$ cat src/rtl/slc_pkg.sv
package slc_pkg;

  typedef enum logic [2:0] {
    ST_NOT_READY = 3'd0,
    ST_READY     = 3'd1,
    ST_RUNNING   = 3'd2,
    ST_STOPPING  = 3'd3,
    ST_ERROR     = 3'd4
  } streamStateE;

  localparam logic [2:0] OP_CONFIG  = 3'd0;
  localparam logic [2:0] OP_START   = 3'd1;
  localparam logic [2:0] OP_STOP    = 3'd2;
  localparam logic [2:0] OP_DRAIN   = 3'd3;
  localparam logic [2:0] OP_DROP    = 3'd4;
  localparam logic [2:0] OP_PREPARE = 3'd5;

  localparam logic [1:0] RSP_OK    = 2'd0;
  localparam logic [1:0] RSP_EIO   = 2'd1;
  localparam logic [1:0] RSP_BUSY  = 2'd2;
  localparam logic [1:0] RSP_NOMEM = 2'd3;

  // Strobes from control to the queue datapath
  typedef struct packed {
    logic       push;
    logic       pop;
    logic       clear;
    logic       cmdAck;
    logic [1:0] cmdCode;
    logic       blkAck;
    logic [1:0] blkCode;
  } qCtrlT;

endpackage

$ cat src/rtl/slc_control.sv
module slc_control
  import slc_pkg::*;
#(
  parameter bit IS_TX = 1'b1,
  parameter int CNT_W = 3
) (
  input  logic              clk,
  input  logic              rstN,
  input  logic              cmdValid,
  input  logic [2:0]        cmdOp,
  input  logic              cmdRateZero,
  input  logic              blkValid,
  input  logic              blkWrite,
  input  logic              blockDone,
  input  logic              xrunEvent,
  input  logic [CNT_W-1:0]  qCount,
  input  logic              qEmpty,
  input  logic              qFull,
  output streamStateE       state,
  output qCtrlT             ctl
);

  localparam logic [CNT_W-1:0] ONE_BLK = CNT_W'(1);

  streamStateE nextState;
  logic drainMode, nextDrain;
  logic active, xrunHit;
  logic donePush, donePop;

  assign active  = (state == ST_RUNNING) || (state == ST_STOPPING);
  assign xrunHit = xrunEvent && active;

  // Direction picks which side of the queue a finished block touches
  generate
    if (IS_TX) begin : g_tx
      assign donePush = 1'b0;
      assign donePop  = blockDone && active && !qEmpty;
    end else begin : g_rx
      assign donePush = blockDone && active && !qFull;
      assign donePop  = 1'b0;
    end
  endgenerate

  always_comb begin
    ctl       = '0;
    nextState = state;
    nextDrain = drainMode;

    ctl.push = donePush;
    ctl.pop  = donePop;

    // Completion of a stop or drain
    if (state == ST_STOPPING) begin
      if (!drainMode || !IS_TX) begin
        if (blockDone) nextState = ST_READY;
      end else if (qEmpty || (donePop && qCount == ONE_BLK)) begin
        nextState = ST_READY;
      end
    end

    // Block requests
    if (blkValid) begin
      ctl.blkAck = 1'b1;
      if (blkWrite) begin
        if (!IS_TX || !((state == ST_READY) || (state == ST_RUNNING))) begin
          ctl.blkCode = RSP_EIO;
        end else if (qFull) begin
          ctl.blkCode = RSP_BUSY;
        end else begin
          ctl.blkCode = RSP_OK;
          ctl.push    = 1'b1;
        end
      end else begin
        if (IS_TX || state == ST_NOT_READY) begin
          ctl.blkCode = RSP_EIO;
        end else if (!qEmpty) begin
          ctl.blkCode = RSP_OK;
          ctl.pop     = 1'b1;
        end else if (state == ST_ERROR) begin
          ctl.blkCode = RSP_EIO;
        end else begin
          ctl.blkCode = RSP_BUSY;
        end
      end
    end

    // Commands
    if (cmdValid) begin
      ctl.cmdAck  = 1'b1;
      ctl.cmdCode = RSP_EIO;
      if (!xrunHit) begin
        case (cmdOp)
          OP_CONFIG: begin
            if (state == ST_NOT_READY || state == ST_READY) begin
              ctl.cmdCode = RSP_OK;
              nextState   = cmdRateZero ? ST_NOT_READY : ST_READY;
            end
          end
          OP_START: begin
            if (state == ST_READY) begin
              if (IS_TX && qEmpty) begin
                ctl.cmdCode = RSP_NOMEM;
              end else begin
                ctl.cmdCode = RSP_OK;
                nextState   = ST_RUNNING;
                nextDrain   = 1'b0;
              end
            end
          end
          OP_STOP: begin
            if (state == ST_RUNNING) begin
              ctl.cmdCode = RSP_OK;
              nextState   = ST_STOPPING;
              nextDrain   = 1'b0;
            end
          end
          OP_DRAIN: begin
            if (state == ST_RUNNING) begin
              ctl.cmdCode = RSP_OK;
              if (IS_TX && qEmpty) begin
                nextState = ST_READY;
              end else begin
                nextState = ST_STOPPING;
                nextDrain = IS_TX;
              end
            end
          end
          OP_DROP: begin
            if (state != ST_NOT_READY) begin
              ctl.cmdCode = RSP_OK;
              nextState   = ST_READY;
              ctl.clear   = 1'b1;
            end
          end
          OP_PREPARE: begin
            if (state == ST_ERROR) begin
              ctl.cmdCode = RSP_OK;
              nextState   = ST_READY;
              ctl.clear   = 1'b1;
            end
          end
          default: ctl.cmdCode = RSP_EIO;
        endcase
      end
    end

    if (xrunHit) nextState = ST_ERROR;

    if (ctl.clear) begin
      ctl.push = 1'b0;
      ctl.pop  = 1'b0;
    end
  end

  always_ff @(posedge clk) begin
    if (!rstN) begin
      state     <= ST_NOT_READY;
      drainMode <= 1'b0;
    end else begin
      state     <= nextState;
      drainMode <= nextDrain;
    end
  end

endmodule

$ cat src/rtl/slc_queue.sv
module slc_queue
  import slc_pkg::*;
#(
  parameter int QUEUE_DEPTH = 4,
  parameter int CNT_W       = 3
) (
  input  logic             clk,
  input  logic             rstN,
  input  qCtrlT            ctl,
  output logic [CNT_W-1:0] qCount,
  output logic             qEmpty,
  output logic             qFull,
  output logic             flushOut,
  output logic             cmdRspValid,
  output logic [1:0]       cmdRspCode,
  output logic             blkRspValid,
  output logic [1:0]       blkRspCode
);

  localparam logic [CNT_W-1:0] DEPTH_L = CNT_W'(QUEUE_DEPTH);

  assign qEmpty = (qCount == '0);
  assign qFull  = (qCount == DEPTH_L);

  always_ff @(posedge clk) begin
    if (!rstN) begin
      qCount      <= '0;
      flushOut    <= 1'b0;
      cmdRspValid <= 1'b0;
      cmdRspCode  <= RSP_OK;
      blkRspValid <= 1'b0;
      blkRspCode  <= RSP_OK;
    end else begin
      if (ctl.clear) begin
        qCount <= '0;
      end else begin
        case ({ctl.push, ctl.pop})
          2'b10:   qCount <= qCount + 1'b1;
          2'b01:   qCount <= qCount - 1'b1;
          default: qCount <= qCount;
        endcase
      end
      flushOut    <= ctl.clear;
      cmdRspValid <= ctl.cmdAck;
      cmdRspCode  <= ctl.cmdCode;
      blkRspValid <= ctl.blkAck;
      blkRspCode  <= ctl.blkCode;
    end
  end

endmodule

$ cat src/rtl/stream_lifecycle_ctrl.sv
module stream_lifecycle_ctrl
  import slc_pkg::*;
#(
  parameter bit IS_TX       = 1'b1,
  parameter int QUEUE_DEPTH = 4,
  localparam int CNT_W      = $clog2(QUEUE_DEPTH + 1)
) (
  input  logic             clk,
  input  logic             rstN,
  input  logic             cmdValid,
  input  logic [2:0]       cmdOp,
  input  logic             cmdRateZero,
  input  logic             blkValid,
  input  logic             blkWrite,
  input  logic             blockDone,
  input  logic             xrunEvent,
  output logic [2:0]       streamState,
  output logic             runEn,
  output logic             flushQueue,
  output logic [CNT_W-1:0] queueLevel,
  output logic             cmdRspValid,
  output logic [1:0]       cmdRspCode,
  output logic             blkRspValid,
  output logic [1:0]       blkRspCode
);

  streamStateE curState;
  qCtrlT       qCtl;
  logic        qEmpty, qFull;

  slc_control #(.IS_TX(IS_TX), .CNT_W(CNT_W)) uCtrl (
    .clk(clk), .rstN(rstN),
    .cmdValid(cmdValid), .cmdOp(cmdOp), .cmdRateZero(cmdRateZero),
    .blkValid(blkValid), .blkWrite(blkWrite),
    .blockDone(blockDone), .xrunEvent(xrunEvent),
    .qCount(queueLevel), .qEmpty(qEmpty), .qFull(qFull),
    .state(curState), .ctl(qCtl)
  );

  slc_queue #(.QUEUE_DEPTH(QUEUE_DEPTH), .CNT_W(CNT_W)) uQueue (
    .clk(clk), .rstN(rstN), .ctl(qCtl),
    .qCount(queueLevel), .qEmpty(qEmpty), .qFull(qFull),
    .flushOut(flushQueue),
    .cmdRspValid(cmdRspValid), .cmdRspCode(cmdRspCode),
    .blkRspValid(blkRspValid), .blkRspCode(blkRspCode)
  );

  assign streamState = curState;
  assign runEn       = (curState == ST_RUNNING) || (curState == ST_STOPPING);

endmodule

$ cat config.mk
export PLATFORM = sky130hd
export DESIGN_NAME = stream_lifecycle_ctrl
export DESIGN_NICKNAME = d
export VERILOG_FILES = /design/src/rtl/slc_pkg.sv /design/src/rtl/slc_control.sv /design/src/rtl/slc_queue.sv /design/src/rtl/stream_lifecycle_ctrl.sv
export SDC_FILE = /design/constraint.sdc
export NUM_CORES = 1
export LEC_CHECK = 0
export ABC_AREA = 1
export BUFFER_PORTS_ARGS = -buffer_cell sky130_fd_sc_hd__buf_2
export CAP_MARGIN = 20
export CORE_MARGIN = 3
export CORE_UTILIZATION = 46
export DETAILED_ROUTE_END_ITERATION = 7
export PLACE_DENSITY = 0.74
export SYNTH_ARGS = -nofsm -noshare
export SYNTH_HDL_FRONTEND = slang
export SYNTH_SLANG_ARGS = --single-unit
$ cat constraint.sdc
create_clock -name clk -period 1.85 [get_ports clk]
set_input_delay 0.2775 -clock clk [delete_from_list [all_inputs] [get_ports clk]]
set_output_delay 0.2775 -clock clk [all_outputs]
set_load 0.01 [all_outputs]
==> results_dict.tcl <==
set metrics [dict create \
    cts_buffers 3 \
    clock.fmax_mhz 559 \
    utilization_pct 69.8 \
    syn_nets 163 \
    cts.sinks 14 \
    ys_warn_count 0 \
    pwr_density_cell_mw_per_mm2 539 \
    port_buffers 24 \
    layout-drive-gt1-share_pct 38.1 \
    min_to "uQueue.blkRspValid$_SDFF_PN0_" \
    synth_area_sq_um 941 \
    cp-start-kind "flop" \
    critical-path-max-stage-delay_ns 0.39 \
    layout_common_cells "nand2_1, nor2_1, buf_2" \
    fin_cells 214 \
    chipWidth_microns 51.2 \
    postCtsHoldBufs 0 \
    drt-initial-drc-count 41 \
    drt_first_pass_iters 4 \
    grt_max_degree 9 \
    clockBufferDepth 2 \
    maxCapViolCount 0 \
    crit_path_top_delay_cell "dfxtp_4" \
    clkTransAtPathRegs_ns 0.10 \
    worstHoldPathType "in -> reg" \
    timing.critical_path.mode_cell "nand2_2" \
    setup_viol 0 \
    grt_usage_pct 19.2 \
    wire_per_inst_microns 11.4 \
    drcViolationCount 0 \
    rsz0062_at_grt "yes" \
    clock_skew_ns 0.0137 \
    rrSetupSlack_ns 0.06 \
    root_buffer "clkbuf_4" \
    reg2reg_to "uQueue.qCount[1]$_SDFFE_PP0P_" \
    htree_levels 1 \
    postSynthAreaPerCell_sq_um 6.40 \
    r2r-start "uCtrl.state[1]$_SDFF_PP0_" \
    insertion_delay_ns 0.30 \
    dieArea_sq_mm 0.00262 \
    ys_ff_latch 14 \
    hold_viol 0 \
    grt_pass1_vias 915 \
    fin_nets 206 \
    critPathBufInv 2 \
    maxSlewHeadroom_pct 84.8 \
    antenna_left 0 \
    start_util_pct 51.7 \
    layout_commonest_cell "nand2_1" \
    endpoint_kind "flop" \
    worst_ep_arrival_time_ns 1.97 \
    area_delta_synth_final_pct 35.0 \
    cts_tree "done" \
    hold_path_startpoint "blkValid" \
    chipHeight_microns 51.2 \
    crit_fanout 5 \
    grt_pass1_wl_microns 3760 \
    irDropWorstVdd_v 0.000440 \
    antenna_found_initial 0 \
    ys_seq_area_share_pct 29.8 \
    rows 15 \
    fin_crit_sh_pct 96.8 \
    status "finished clean" \
    vias 1072 \
    cpLargestDelayFamily "simple AND/OR/NAND/NOR gates" \
    whs_path_depth 3 \
    worst-setup-path-type "reg -> reg" \
    min_period_ns 1.79 \
    synth_cell_types 21 \
    drv_slew 0 \
    gr-total-overflow 0 \
    gp_congestion 0.956 \
    finalWirelength_microns 2440 \
    antenna_cells 0 \
    path_cells "nor2_4 > nand2_2 > inv_2 > nand2_2 > nand2_2 > nand3_2 > nor3b_2 > ha_2 > buf_4 > nor2_1 > a21oi_1 > nor2_1" \
    via_per_inst 5.01 \
    pin_count 25 \
    crit_required_ns 2.03 \
    place_inst 206 \
    tightest_slew_ns 0.228 \
    dp_hpwl_microns 1920 \
    reg2regPathDepth 12 \
    coreArea_sq_mm 0.00182 \
    synth_cells 147 \
    p_leak_nw 0.671 \
]
[flip-flops by register name, summed over array words and instances (netlist names)]
signal and cells:
uCtrl.state 3, uQueue.qCount 3, uQueue.blkRspValid 1, uQueue.flushOut 1, uQueue.blkRspCode 2, uQueue.cmdRspValid 1, uCtrl.drainMode 1, uQueue.cmdRspCode 2
[metal layers]
| layer | wire length (microns) | track usage (%) | share of wire (%) |
|---|---|---|---|
| met3 | 222 | 3.21 | 9.1 |
| met5 | 0 | 0 | 0 |
| met1 | 1070 | 26.1 | 44 |
| met4 | 39 | 11.4 | 1.6 |
| met2 | 1110 | 28.3 | 45 |
[area by class of cell]
| cell class | count | area [sq um] |
|---|---|---|
| clock buffer | 4 | 36.3 |
| fill | 154 | 551 |
| inverter | 22 | 85.1 |
| multi-input combinational | 110 | 593 |
| sequential | 14 | 288 |
| tap | 25 | 31.3 |
| timing repair buffer | 39 | 236 |
[worst min-delay path, cell delays in order]
cell     delay, ns
buf_2         0.09
nand2_1       0.05
inv_1         0.07
[stage by stage]
stage               setup WS (ns)  instance area, sq um  setup TNS [ns]  power, mW  hold WS [ns]
floorplan                  0.0112                   943               0      0.397         0.398
global placement           0.0224                  1170               0      0.453         0.502
detailed placement        -0.0398                  1170         -0.0398      0.455         0.521
CTS                       0.00925                  1210               0      0.690         0.221
global route              -0.0600                  1270          -0.144      0.719         0.240
finish                     0.0601                  1270               0      0.685         0.239
[power breakdown]
part           total (mW)  switching (mW)  leakage, nW  internal, mW
Clock               0.233           0.113       0.0210         0.120
Sequential          0.311         0.00413        0.116         0.307
Combinational       0.140          0.0814        0.534        0.0590
Total               0.685           0.198        0.671         0.486
[what timing repair did]
item	4_1_cts	5_1_grt
resized for setup	2	11
endpoints found under the hold margin	0	0
setup endpoints to repair	1	3
pin swaps	0	7
buffers inserted	0	4
[worst max-delay path by stage]
| stage | start | endpoint | slack [ns] | cells past startpoint |
|---|---|---|---|---|
| after detailed placement | cmdOp[1] | uQueue.qCount[2]$_SDFFE_PP0P_ | -0.04 | 13 |
| final | uCtrl.state[1]$_SDFF_PP0_ | uQueue.qCount[1]$_SDFFE_PP0P_ | 0.06 | 12 |
| after global routing | uCtrl.state[1]$_SDFF_PP0_ | uQueue.qCount[2]$_SDFFE_PP0P_ | -0.06 | 11 |
| after global placement | cmdOp[0] | uQueue.qCount[2]$_SDFFE_PP0P_ | 0.02 | 11 |
| after floorplan | uCtrl.state[0]$_SDFF_PP0_ | uQueue.qCount[2]$_SDFFE_PP0P_ | 0.01 | 11 |
| after CTS | uCtrl.state[2]$_SDFF_PN0_ | uQueue.qCount[2]$_SDFFE_PP0P_ | 0.009 | 11 |
[cell families after synthesis]
logic type | after synthesis | share of synthesized area (%)
compound gates | 10 | 6.25
buf+inv | 23 | 9.57
xor+xnor | 3 | 2.79
flops | 14 | 29.8
fa+ha+maj | 5 | 6.65
simple gates | 92 | 44.9
[Yosys cell counts, drive strengths merged]
master	instances	share of area (%)
nand2	41	18
nor2	29	13
inv	22	8.8
nand3	17	11
dfxtp	14	30
ha	5	6.6
a21oi	4	2.1
o21ai	4	2.1
nand4	3	2.0
xor2	2	1.9
a21boi	1	1.2
buf	1	0.80
nor3b	1	1.3
nor4	1	0.67
o21a	1	0.80
xnor2	1	0.93
No activity file was read; power rests on OpenSTA's default activity.
